--- src/rtl/apc_pkg.sv ---
package apc_pkg;

  typedef enum logic [1:0] {
    PAT_RAMP   = 2'd0,
    PAT_SYNC   = 2'd1,
    PAT_CUSTOM = 2'd2,
    PAT_OFF    = 2'd3
  } pat_e;

endpackage

--- src/rtl/apc_expect.sv ---
module apc_expect
  import apc_pkg::*;
#(
  parameter int SW = 14
) (
  input  logic          clk,
  input  logic          rst_n,
  input  logic          clr,
  input  logic          valid,
  input  pat_e          pat,
  input  logic [SW-1:0] custom_word,
  input  logic [SW-1:0] sample,
  output logic [SW-1:0] expected,
  output logic          check_en
);

  // Sync word: upper half of the bits set, lower half clear.
  function automatic logic [SW-1:0] sync_word();
    logic [SW-1:0] w;
    w = '0;
    for (int b = SW / 2; b < SW; b++) w[b] = 1'b1;
    return w;
  endfunction

  function automatic logic [SW-1:0] ramp_next(input logic [SW-1:0] v);
    return v + SW'(1);
  endfunction

  localparam logic [SW-1:0] SYNC_WORD = sync_word();

  logic [SW-1:0] ramp_q;
  logic          primed_q;
  logic          ramp_take;

  assign ramp_take = valid && !clr && (pat == PAT_RAMP);

  always_ff @(posedge clk or negedge rst_n) begin
    if (!rst_n) begin
      ramp_q   <= '0;
      primed_q <= 1'b0;
    end else if (clr) begin
      primed_q <= 1'b0;
    end else if (ramp_take) begin
      ramp_q   <= ramp_next(sample);
      primed_q <= 1'b1;
    end
  end

  always_comb begin
    unique case (pat)
      PAT_RAMP:   expected = ramp_q;
      PAT_SYNC:   expected = SYNC_WORD;
      PAT_CUSTOM: expected = custom_word;
      default:    expected = '0;
    endcase
  end

  always_comb begin
    unique case (pat)
      PAT_RAMP:   check_en = valid && !clr && primed_q;
      PAT_SYNC,
      PAT_CUSTOM: check_en = valid && !clr;
      default:    check_en = 1'b0;
    endcase
  end

endmodule

--- config.mk ---
export PLATFORM = sky130hd
export DESIGN_NAME = apc_expect
export DESIGN_NICKNAME = d
export VERILOG_FILES = /design/src/rtl/apc_pkg.sv /design/src/rtl/apc_expect.sv
export SDC_FILE = /design/constraint.sdc
export NUM_CORES = 1
export LEC_CHECK = 0
export BUFFER_PORTS_ARGS = -buffer_cell sky130_fd_sc_hd__buf_2
export CAP_MARGIN = 30
export CORE_MARGIN = 5
export CORE_UTILIZATION = 41
export DETAILED_ROUTE_END_ITERATION = 10
export PLACE_DENSITY = 0.75
export SLEW_MARGIN = 5
export SYNTH_ARGS = -nofsm -noshare
export SYNTH_HDL_FRONTEND = slang
export SYNTH_SLANG_ARGS = --single-unit
--- constraint.sdc ---
create_clock -name clk -period 1.08 [get_ports clk]
set_input_delay 0.108 -clock clk [delete_from_list [all_inputs] [get_ports clk]]
set_output_delay 0.108 -clock clk [all_outputs]
set_load 0.02 [all_outputs]
Yosys cells after proc, flatten, opt, wreduce, memory -nomap -nowiden:

Cells that the tools add are included.

* add/sub/neg operators: 1
* multiply operators: 0
* div/mod/pow operators: 0
* $lt $le $gt $ge: 0
* equality and inequality tests: 2
* shift operators: 0
* mux-type cells: 4
* bitwise operators: 1
* reduce and logical (&&, ||, !) cells: 8

Operators with widths (count)
* $pmux 14 s3: 1
* $add 14x1->14 const B: 1
* $logic_and 1x1->1: 3
* $eq 2x1->1 const B: 1
* $eq 2x2->1 const B: 1
* $logic_not 2->1: 1
* $mux 1: 2
* $pmux 1 s2: 1
* $reduce_and 2->1: 1
* $reduce_bool 2->1: 1
* $reduce_or 2->1: 1
* $logic_not 1->1: 1
* $not 1->1: 1

* register bits: 15
* latch bits: 0
* RAM bits: 0
* ROM bits: 0
* output and inout bits: 15
* memories: 0

Longest topological paths before layout:

Gate-level depths: netlist of run 1.

* depth in word-level cells: 5
* mapped depth: 7
* depth with buffers taken out: 5

Least setup slack after synthesis of run 1:

No wires, ideal clock.

* kind: in2out
* start: in pat[0]
* end: out check_en
* arrival: 1.236 ns
* setup slack: -0.264 ns
* stages on the path: 5
* path buffers: 1
* path through: inv_1 ha_1 buf_2 a21oi_1 nor4b_1

* cells in the longest elaborated chain, start to end: 3
* elaborated cells on any way between the ends: 5

RTL lines
* start, declared: line apc_expect.sv:10 `input pat_e pat,`
* $eq 2x1->1 / $eq 2x2->1 (equally long branches): line apc_expect.sv:59 `unique case (pat)`
* $reduce_or 2->1: line apc_expect.sv:59
* $pmux 1 s2 (*): line apc_expect.sv:59
* end, declared: line apc_expect.sv:14 `output logic check_en`

Every way passes the cells marked *; elsewhere a longest branch is shown, timed or not.

Final worst setup path of run 1:

* start: reg ramp_q[11]
* end: out expected[11]

* cells in the longest elaborated chain, start to end: 1

RTL lines
* start, declared: line apc_expect.sv:31 `logic [SW-1:0] ramp_q;`
* start signal, assigned: line apc_expect.sv:44 `ramp_q <= ramp_next(sample);`
* $pmux 14 s3: line apc_expect.sv:50 `unique case (pat)`
* end, declared: line apc_expect.sv:13 `output logic [SW-1:0] expected,`

No other way between the ends.

==> flow_summary.yaml, run 1 <==
status:
  status: "finished, violations left"
  violations: "setup timing"
place:
  place_congestion: 0.843
  place_inst: 206
  port_buffers: 48
  dp_slack_ns: -0.306
  place_hpwl_um: 2410
grt:
  grt_max_degree: 16
  grt_pass1_wl_um: 5090
  grt_pass1_vias: 1148
  grt_util_all_layers_pct: 19.0
  globalRoute.totalOverflow: 0
  antenna_found_initial: 0
detailed_routing:
  vias: 1149
  drc_errors: 0
  drt_iter0_markers: 61
  via_per_inst: 5.13
  wl_um: 3300
  drt_pre_antenna_iters: 4
  drtAntennaViolNets: 0
  routedWlPerCell_um: 14.7
synth:
  syn_nets: 161
  ys.flop_type: "dfrtp_1"
  ys_warn_count: 0
  ys_ff_latch: 15
  async_flop_share_pct: 100
  synth.distinct_cells: 22
  synthTopCellsByCount: "nor2_1, nand2_1, dfrtp_1"
  synthCells: 122
  yosysMostFrequentCell: "nor2_1"
  syn_area_um2: 1030
  seq_area_frac_synth_pct: 36.3
  yosysTopAreaCellShare_pct: 36.3
  syn_area_per_cell_um2: 8.47
  synth_enable_flop_cells: 0
  synthTopCellsByArea: "dfrtp_1, xnor2_1, nor2_1"
  synth_largest_area_cell: "dfrtp_1"
cts:
  ctsHtreeMaxLevel: 1
  clock_latency_ns: 0.29
  cts_inserted_buffers: 3
  clock_path_buffers: 2
  tritoncts: "yes"
  cts_root_buffer: "clkbuf_4"
  clock_sinks: 15
  cts.clk_slew.worst_paths_ns: 0.09
setup_path:
  reg2reg_to: "ramp_q[1]"
  reg2reg_slack_ns: 0.18
  reg2regPathDepth: 2
  cp_max_fo: 2
  crit_arrival_ns: 1.21
  r2r-start: "ramp_q[1]"
  cp-start-kind: "flop"
  end_kind: "primary output"
  worstSetupPathType: "reg2out"
  crit_required_ns: 0.97
timing:
  finClkSkew_ns: 0
  maxSlewViolCount: 0
  rsz0062_at_grt: "yes"
  setup_viol: 15
  slew_headroom_pct: 77.4
  setup_ws_ns: -0.240
  hold_violations: 0
  fmax_mhz: 757
  worst-slew-pin-transition_ns: 0.339
  period_minus_slack_ns: 1.32
  fin_crit_sh_pct: 122
floorplan:
  die_area_um2: 3620
  core_um2: 2450
  start_util_pct: 42.1
  die_w_um: 60.2
  die_y_um: 60.2
  num_rows: 18
  io_pins: 49
power:
  irDropWorstVdd_mv: 0.691
  p_leak_uw: 0.000814
  p_per_area_nw_per_um2: 1020
min_path:
  hold_path_class: "in2reg"
  min_to: "ramp_q[0]"
  min_from: "sample[0]"
  hold_depth: 2
finish:
  syn2layout_area_growth_pct: 72.9
  diodes: 0
  nets: 234
  instances_no_fill: 224
  drive_above_1_share_pct: 59.8
run:
  drv_cap: 0
## how the worst max path moves through the flow
stage               cells after the start           end  startpoint
finish                                  3  expected[11]  ramp_q[11]
global route                            3  expected[11]  ramp_q[11]
CTS                                     3  expected[10]  ramp_q[10]
detailed placement                      5   expected[0]      pat[1]
global placement                        5  expected[13]      pat[1]
floorplan                               3  expected[11]      pat[0]
## metrics by stage
stage          area [um2]  total power [uW]  TNS [ns]  hold slack [ns]  util, %
3_5_place_dp         1480              1300     -7.96           0.0199     60.1
2_1_floorplan        1150              1060    -0.131           -0.188        -
4_1_cts              1710              1760     -1.90           0.0513     69.7
5_1_grt              1790              1940     -2.94           0.0634     72.8
6_report             1790              1830     -2.15           0.0426     72.8
3_3_place_gp         1480              1270     -6.73           0.0129     60.1
## cell usage in the layout, fill, tap and decap left out, types with 2 or more instances in the layout
| cell | n |
|---|---|
| xor2_1 | 2 |
| xnor2_1 | 10 |
| clkbuf_4 | 3 |
| dfrtp_1 | 15 |
| nand3_1 | 4 |
| buf_6 | 14 |
| nor3_1 | 3 |
| a22oi_2 | 7 |
| o21ai_0 | 6 |
| nor2_1 | 8 |
| a221oi_2 | 7 |
| o21ai_1 | 6 |
| buf_2 | 37 |
| nand4_2 | 2 |
| ha_2 | 2 |
| nor2_2 | 10 |
| nor4_2 | 2 |
| buf_8 | 2 |
| o21ai_2 | 2 |
| buf_4 | 19 |
| inv_1 | 3 |
| ha_4 | 2 |
| nand2_1 | 17 |
## routing by layer
| metal | global-route usage (%) | vias to the layer above | share of wire, % |
|---|---|---|---|
| li1 | - | 580 | - |
| met1 | 22.5 | 513 | 39 |
| met2 | 32.7 | 48 | 51 |
| met3 | 2.38 | 8 | 7.4 |
| met4 | 10.4 | 0 | 2.8 |
| met5 | 0 | - | 0 |
## registers in the layout (all words and copies together), names as in the netlist
signal / flops
ramp_q: 14
primed_q: 1
## where the power goes
group	switching [uW]	leakage, uW	internal, uW
clock network	189	0.0000177	138
logic	355	0.000607	391
registers	86.4	0.000189	667
total	630	0.000814	1200
## layout make-up
type,count,area [um2]
Multi-Input combinational cell,96,762
Fill cell,173,668
Timing Repair Buffer,74,546
Sequential cell,15,375
Inverter,5,38.8
Tap cell,30,37.5
Clock buffer,3,22.5
Clock inverter,1,5.00
## worst max-delay path, stage by stage, from the launching register on
cell and delay, ns:
dfrtp_1 0.41, a221oi_2 0.28, nor2_1 0.07, buf_2 0.16
## kinds of logic (layout without fill, tap and decap cells)
group / count (synthesis) / after routing / synth area share (%)
and+or+nand+nor: 49 / 49 / 23.1
xor gates and xnor gates: 12 / 12 / 10.2
DFF: 15 / 15 / 36.3
muxes: 1 / 1 / 1.09
adders and majority gates: 5 / 5 / 6.05
AOI/OAI and AO/OA: 29 / 29 / 19.0
buffers and inverters: 11 / 83 / 4.24
## what timing repair did
action | 4_1_cts | 5_1_grt
gates resized for setup | 35 | 14
pin swaps | 7 | 6
buffers inserted | 8 | 4
hold buffers | 1 | 0
endpoints found under the setup margin | 15 | 25
endpoints found under the hold margin | 15 | 0
gates cloned | 0 | 1
(Power assumes the default switching activity.)
==> run 2: changes to the inputs <==
Settings changed: SETUP_SLACK_MARGIN from default to 0.4.
==> run 2 against run 1 <==
Effect of this change: non-clock buffer count grew 2; count of clock-buffer cells in the layout grew 1; power grew 8.4%; worst hold slack gained 0.0090 ns; wire length grew 11%; core utilization grew 4.7 points; sequential share of layout area shrank 1.3 points; critical endpoint unchanged; cell count grew 0.89%; the flow still finishes with violations (setup timing).
==> flow_summary.yaml, run 2 (synthesis results as in run 1) <==
setup_path:
  critical_path_buf_inv_count: 1
  cp-start-kind: "flop"
  cp_max_fo: 2
  worstPathCellList: "a221oi_2 -> nor2_2 -> buf_6"
  crit_arrival_ns: 1.25
  crit_family: "flip-flops"
  end_kind: "primary output"
  crit_required_ns: 0.97
  max_stage_delay_ns: 0.41
  crit_slowest_cell: "dfrtp_1"
  worstSetupPathType: "reg2out"
timing:
  worst-slew-pin-transition_ns: 0.413
  fmax_mhz: 736
  setup_ws_ns: -0.278
  setup_viol: 15
  maxSlewViolCount: 0
  fin_crit_sh_pct: 126
  period_minus_slack_ns: 1.36
  hold_slack_ns: 0.0516
  slew_headroom_pct: 72.5
  hold_violations: 0
  finClkSkew_ns: 0
  tns_ns: -1.88
  rsz0062_at_grt: "yes"
finish:
  largestRegisters: "ramp_q: 14 flops, primed_q: 1 flops"
  nets: 236
  final_common_cell: "buf_2"
  ff_latch_area_um2: 375
  syn2layout_area_growth_pct: 84.1
  drive_above_1_share_pct: 67.9
  multi_input_area_um2: 823
  final_area_um2: 1900
  regMostFlops: "ramp_q"
  largest_reg_flops: 14
  final_cell_mix: "buf_2, buf_4, buf_6, dfrtp_1, nor2_2"
  fillerInstances: 150
  diodes: 0
power:
  power_uw: 1980
  p_clk_share_pct: 15.8
  swShare_pct: 34.8
  p_leak_uw: 0.000855
  p_seq_share_pct: 38.4
  combPwrFrac_pct: 45.8
  irDropWorstVdd_mv: 0.700
  p_per_area_nw_per_um2: 1040
  p_sw_uw: 690
  internal_power_uw: 1290
cts:
  ctsHtreeMaxLevel: 1
  clock_latency_ns: 0.28
  clock_path_buffers: 2
  cts.clk_slew.worst_paths_ns: 0.08
  cts_inserted_buffers: 3
  cts_root_buffer: "clkbuf_4"
  tritoncts: "yes"
  clock_sinks: 15
grt:
  grt_util_all_layers_pct: 19.3
  globalRoute.totalOverflow: 0
  grt_pass1_vias: 1166
  antenna_found_initial: 0
  grt_max_degree: 16
  grt_pass1_wl_um: 5220
detailed_routing:
  wl_um: 3660
  drt_pre_antenna_iters: 4
  drtAntennaViolNets: 0
  wl_met1_um: 1480
  wl_met2_um: 1920
  via_per_inst: 5.17
  vias: 1169
  drc_errors: 0
  wl_met3_um: 161
  routedWlPerCell_um: 16.2
  drt_iter0_markers: 32
  dr.max_layer_used: "met4"
floorplan:
  die_w_um: 60.2
  die_y_um: 60.2
  num_rows: 18
  core_um2: 2450
  die_area_um2: 3620
  start_util_pct: 42.1
  io_pins: 49
place:
  placed_cell_area_um2: 1500
  place_congestion: 0.831
  port_buffers: 48
  place_hpwl_um: 2390
run:
  drv_cap: 0
status:
  violations: "setup timing"
  status: "finished, violations left"
min_path:
  hold_path_class: "in2reg"
[run 2: cell count changes in the layout (fill, tap and decap cells not counted), moves of 2 or more]
cell and change:
nand2_1 -11, nand2_2 +9, o21ai_0 -6, o21ai_2 +6
buf_12 +3, buf_2 -3, buf_4 +2, ha_1 +2
ha_2 -2, nand2_4 +2, nor2_1 -2
[run 2: area by class of cell]
cell class / count / share of cell area (%)
Clock buffer: 4 / 1.38
Multi-Input combinational cell: 96 / 43.3
Tap cell: 30 / 1.97
Inverter: 5 / 2.04
Timing Repair Buffer: 76 / 31.6
Sequential cell: 15 / 19.7
[run 2: timing repair]
action	CTS	global route
endpoints found under the hold margin	15	0
setup buffers	8	7
cloned	0	1
hold buffers	1	0
gates resized for setup	41	33
endpoints found under the setup margin	30	30
pin swaps	12	13
[run 2: path summary, 6_finish.rpt]
| kind | from | end | slack [ns] | cells past startpoint |
|---|---|---|---|---|
| hold reg to reg | ramp_q[2] | ramp_q[2] | 0.52 | 2 |
| max in group asynchronous | rst_n | ramp_q[9] | 0.58 | 2 |
| setup reg to reg | ramp_q[3] | ramp_q[3] | 0.17 | 4 |
| setup / recovery | ramp_q[11] | expected[11] | -0.28 | 3 |
| hold / removal | clr | primed_q | 0.05 | 2 |
| min in group asynchronous | rst_n | ramp_q[4] | 0.25 | 2 |
[run 2: power by group through the flow]
stage / clock network, uW / logic, uW / registers, uW
3_3_place_gp: 0 / 536 / 750
2_1_floorplan: 0 / 351 / 727
3_5_place_dp: 0 / 563 / 753
4_1_cts: 316 / 730 / 745
5_1_grt: 353 / 970 / 770
6_report: 313 / 906 / 761
[run 2: per-layer routing]
| layer | track usage [%] | up-vias |
|---|---|---|
| met5 | 0 | - |
| li1 | - | 578 |
| met1 | 23.4 | 544 |
| met2 | 33.8 | 38 |
| met4 | 8.54 | 0 |
| met3 | 2.38 | 9 |
[run 2: stage by stage]
step | instances | util [%] | setup slack, ns
after global routing | 226 | 77.5 | -0.343
after floorplan | 122 | - | -0.0202
after global placement | 205 | 61.2 | -0.185
final | 226 | 77.5 | -0.278
after CTS | 218 | 70.4 | -0.188
after detailed placement | 205 | 61.2 | -0.194
==> run 3: changes to the inputs <==
Settings changed: REMOVE_ABC_BUFFERS from default to 1.
==> run 3 against run 2 <==
Effect of this change: sequential power decreased by 0.5%; largest cell class unchanged; critical endpoint unchanged; the flow still finishes with violations (setup timing); clock power increased by 3%; worst hold slack improved by 0.012 ns; fmax increased by 4.9%.
==> flow_summary.yaml, run 3 (synthesis results as in run 1) <==
detailed_routing:
  routedWlPerCell_um: 16.2
  vias: 1243
  drt_pre_antenna_iters: 4
  drt_iter0_markers: 41
  wl_um: 3690
  drc_errors: 0
  via_per_inst: 5.45
  drtAntennaViolNets: 0
finish:
  instances_no_fill: 228
  largestRegisters: "ramp_q: 14 flops, primed_q: 1 flops"
  nets: 238
  syn2layout_area_growth_pct: 80.6
  final_common_cell: "buf_2"
  final_area_um2: 1870
  finish.utilization_pct: 76.0
  largest_reg_flops: 14
  regMostFlops: "ramp_q"
  drive_above_1_share_pct: 64.6
  final_cell_mix: "buf_2, buf_4, nor2_1"
  diodes: 0
timing:
  fmax_mhz: 772
  maxSlewViolCount: 0
  tns_ns: -1.82
  setup_viol: 15
  fin_crit_sh_pct: 120
  slew_headroom_pct: 76.9
  finClkSkew_ns: 0
  rsz0062_at_grt: "yes"
  worst-slew-pin-transition_ns: 0.347
  period_minus_slack_ns: 1.29
  hold_violations: 0
  setup_ws_ns: -0.215
floorplan:
  die_y_um: 60.2
  die_area_um2: 3620
  die_w_um: 60.2
  num_rows: 18
  start_util_pct: 42.1
  io_pins: 49
  core_um2: 2450
power:
  p_leak_uw: 0.000859
  p_per_area_nw_per_um2: 1040
  irDropWorstVdd_mv: 0.688
cts:
  ctsHtreeMaxLevel: 1
  clock_path_buffers: 2
  cts.clk_slew.worst_paths_ns: 0.09
  cts_root_buffer: "clkbuf_4"
  cts_inserted_buffers: 3
  clock_sinks: 15
  clock_latency_ns: 0.28
  tritoncts: "yes"
setup_path:
  worstSetupPathType: "reg2out"
  max_stage_delay_ns: 0.41
  crit_slowest_cell: "dfrtp_1"
  crit_family: "flip-flops"
  critical_path_buf_inv_count: 1
  crit_arrival_ns: 1.19
  reg2reg_slack_ns: 0.24
  cp_max_fo: 2
  reg2regPathDepth: 4
  cp-start-kind: "flop"
  reg2reg_to: "ramp_q[3]"
  r2r-start: "ramp_q[3]"
  worstPathCellList: "a221oi_2 -> nor2_1 -> buf_2"
  end_kind: "primary output"
  critPathLaunch: "ramp_q[11]"
  crit_required_ns: 0.97
place:
  place_congestion: 0.811
  place_inst: 207
  port_buffers: 48
  dp_slack_ns: -0.223
  placed_cell_area_um2: 1380
  place_hpwl_um: 2160
min_path:
  hold_depth: 2
  hold_path_class: "in2reg"
  min_from: "clr"
  min_to: "primed_q"
grt:
  grt_use_met2_pct: 35.2
  grt_use_met1_pct: 24.1
  grt_max_degree: 16
  grtUsageMet3_pct: 1.73
  grt_pass1_wl_um: 5340
  antenna_found_initial: 0
  grt_pass1_vias: 1157
  grt_util_all_layers_pct: 19.8
  grt_busiest_layer: "met2"
  globalRoute.totalOverflow: 0
status:
  status: "finished, violations left"
  violations: "setup timing"
run:
  drv_cap: 0
run 3: worst max path at each step:
stage,cells past startpoint,slack (ns),to
after floorplan,4,-0.61,ramp_q[1]
after global placement,6,-0.19,expected[7]
after detailed placement,7,-0.22,expected[11]
after CTS,3,-0.18,check_en
after global routing,3,-0.27,expected[7]
final,3,-0.21,expected[11]
run 3: layout make-up:
| class | count | area, um2 |
|---|---|---|
| Multi-Input combinational cell | 96 | 833 |
| Fill cell | 161 | 588 |
| Timing Repair Buffer | 78 | 563 |
| Sequential cell | 15 | 375 |
| Tap cell | 30 | 37.5 |
| Inverter | 5 | 31.3 |
| Clock buffer | 4 | 26.3 |
run 3: where the power goes:
part / switching (uW) / leakage (uW) / internal [uW]
registers: 89.5 / 0.000189 / 667
logic: 412 / 0.000655 / 450
clock network: 180 / 0.0000150 / 143
run 3: per-layer routing:
layer / routed length [um] / up-vias
met3: 148 / 8
met2: 1990 / 36
li1: - / 590
met1: 1480 / 609
met5: 0 / -
met4: 69 / 0
run 3: per-stage QoR:
step           power, uW  hold WS, ns
6_report            1940       0.0635
2_1_floorplan        993       -0.188
4_1_cts             1710       0.0426
3_5_place_dp        1220       0.0169
5_1_grt             2040       0.0548
3_3_place_gp        1210       0.0131
run 3: repair_timing:
action | 4_1_cts | 5_1_grt
endpoints found under the hold margin | 15 | 0
hold buffers | 1 | 0
setup endpoints to repair | 29 | 29
pin swaps | 22 | 8
cloned | 2 | 0
gates resized for setup | 65 | 30
buffers inserted | 5 | 9
run 3: worst register-to-register path, stage by stage, from the launching register on:
cell and delay [ns]:
dfrtp_1 0.41, buf_6 0.12, buf_6 0.10, nand2_2 0.05
o21ai_2 0.05
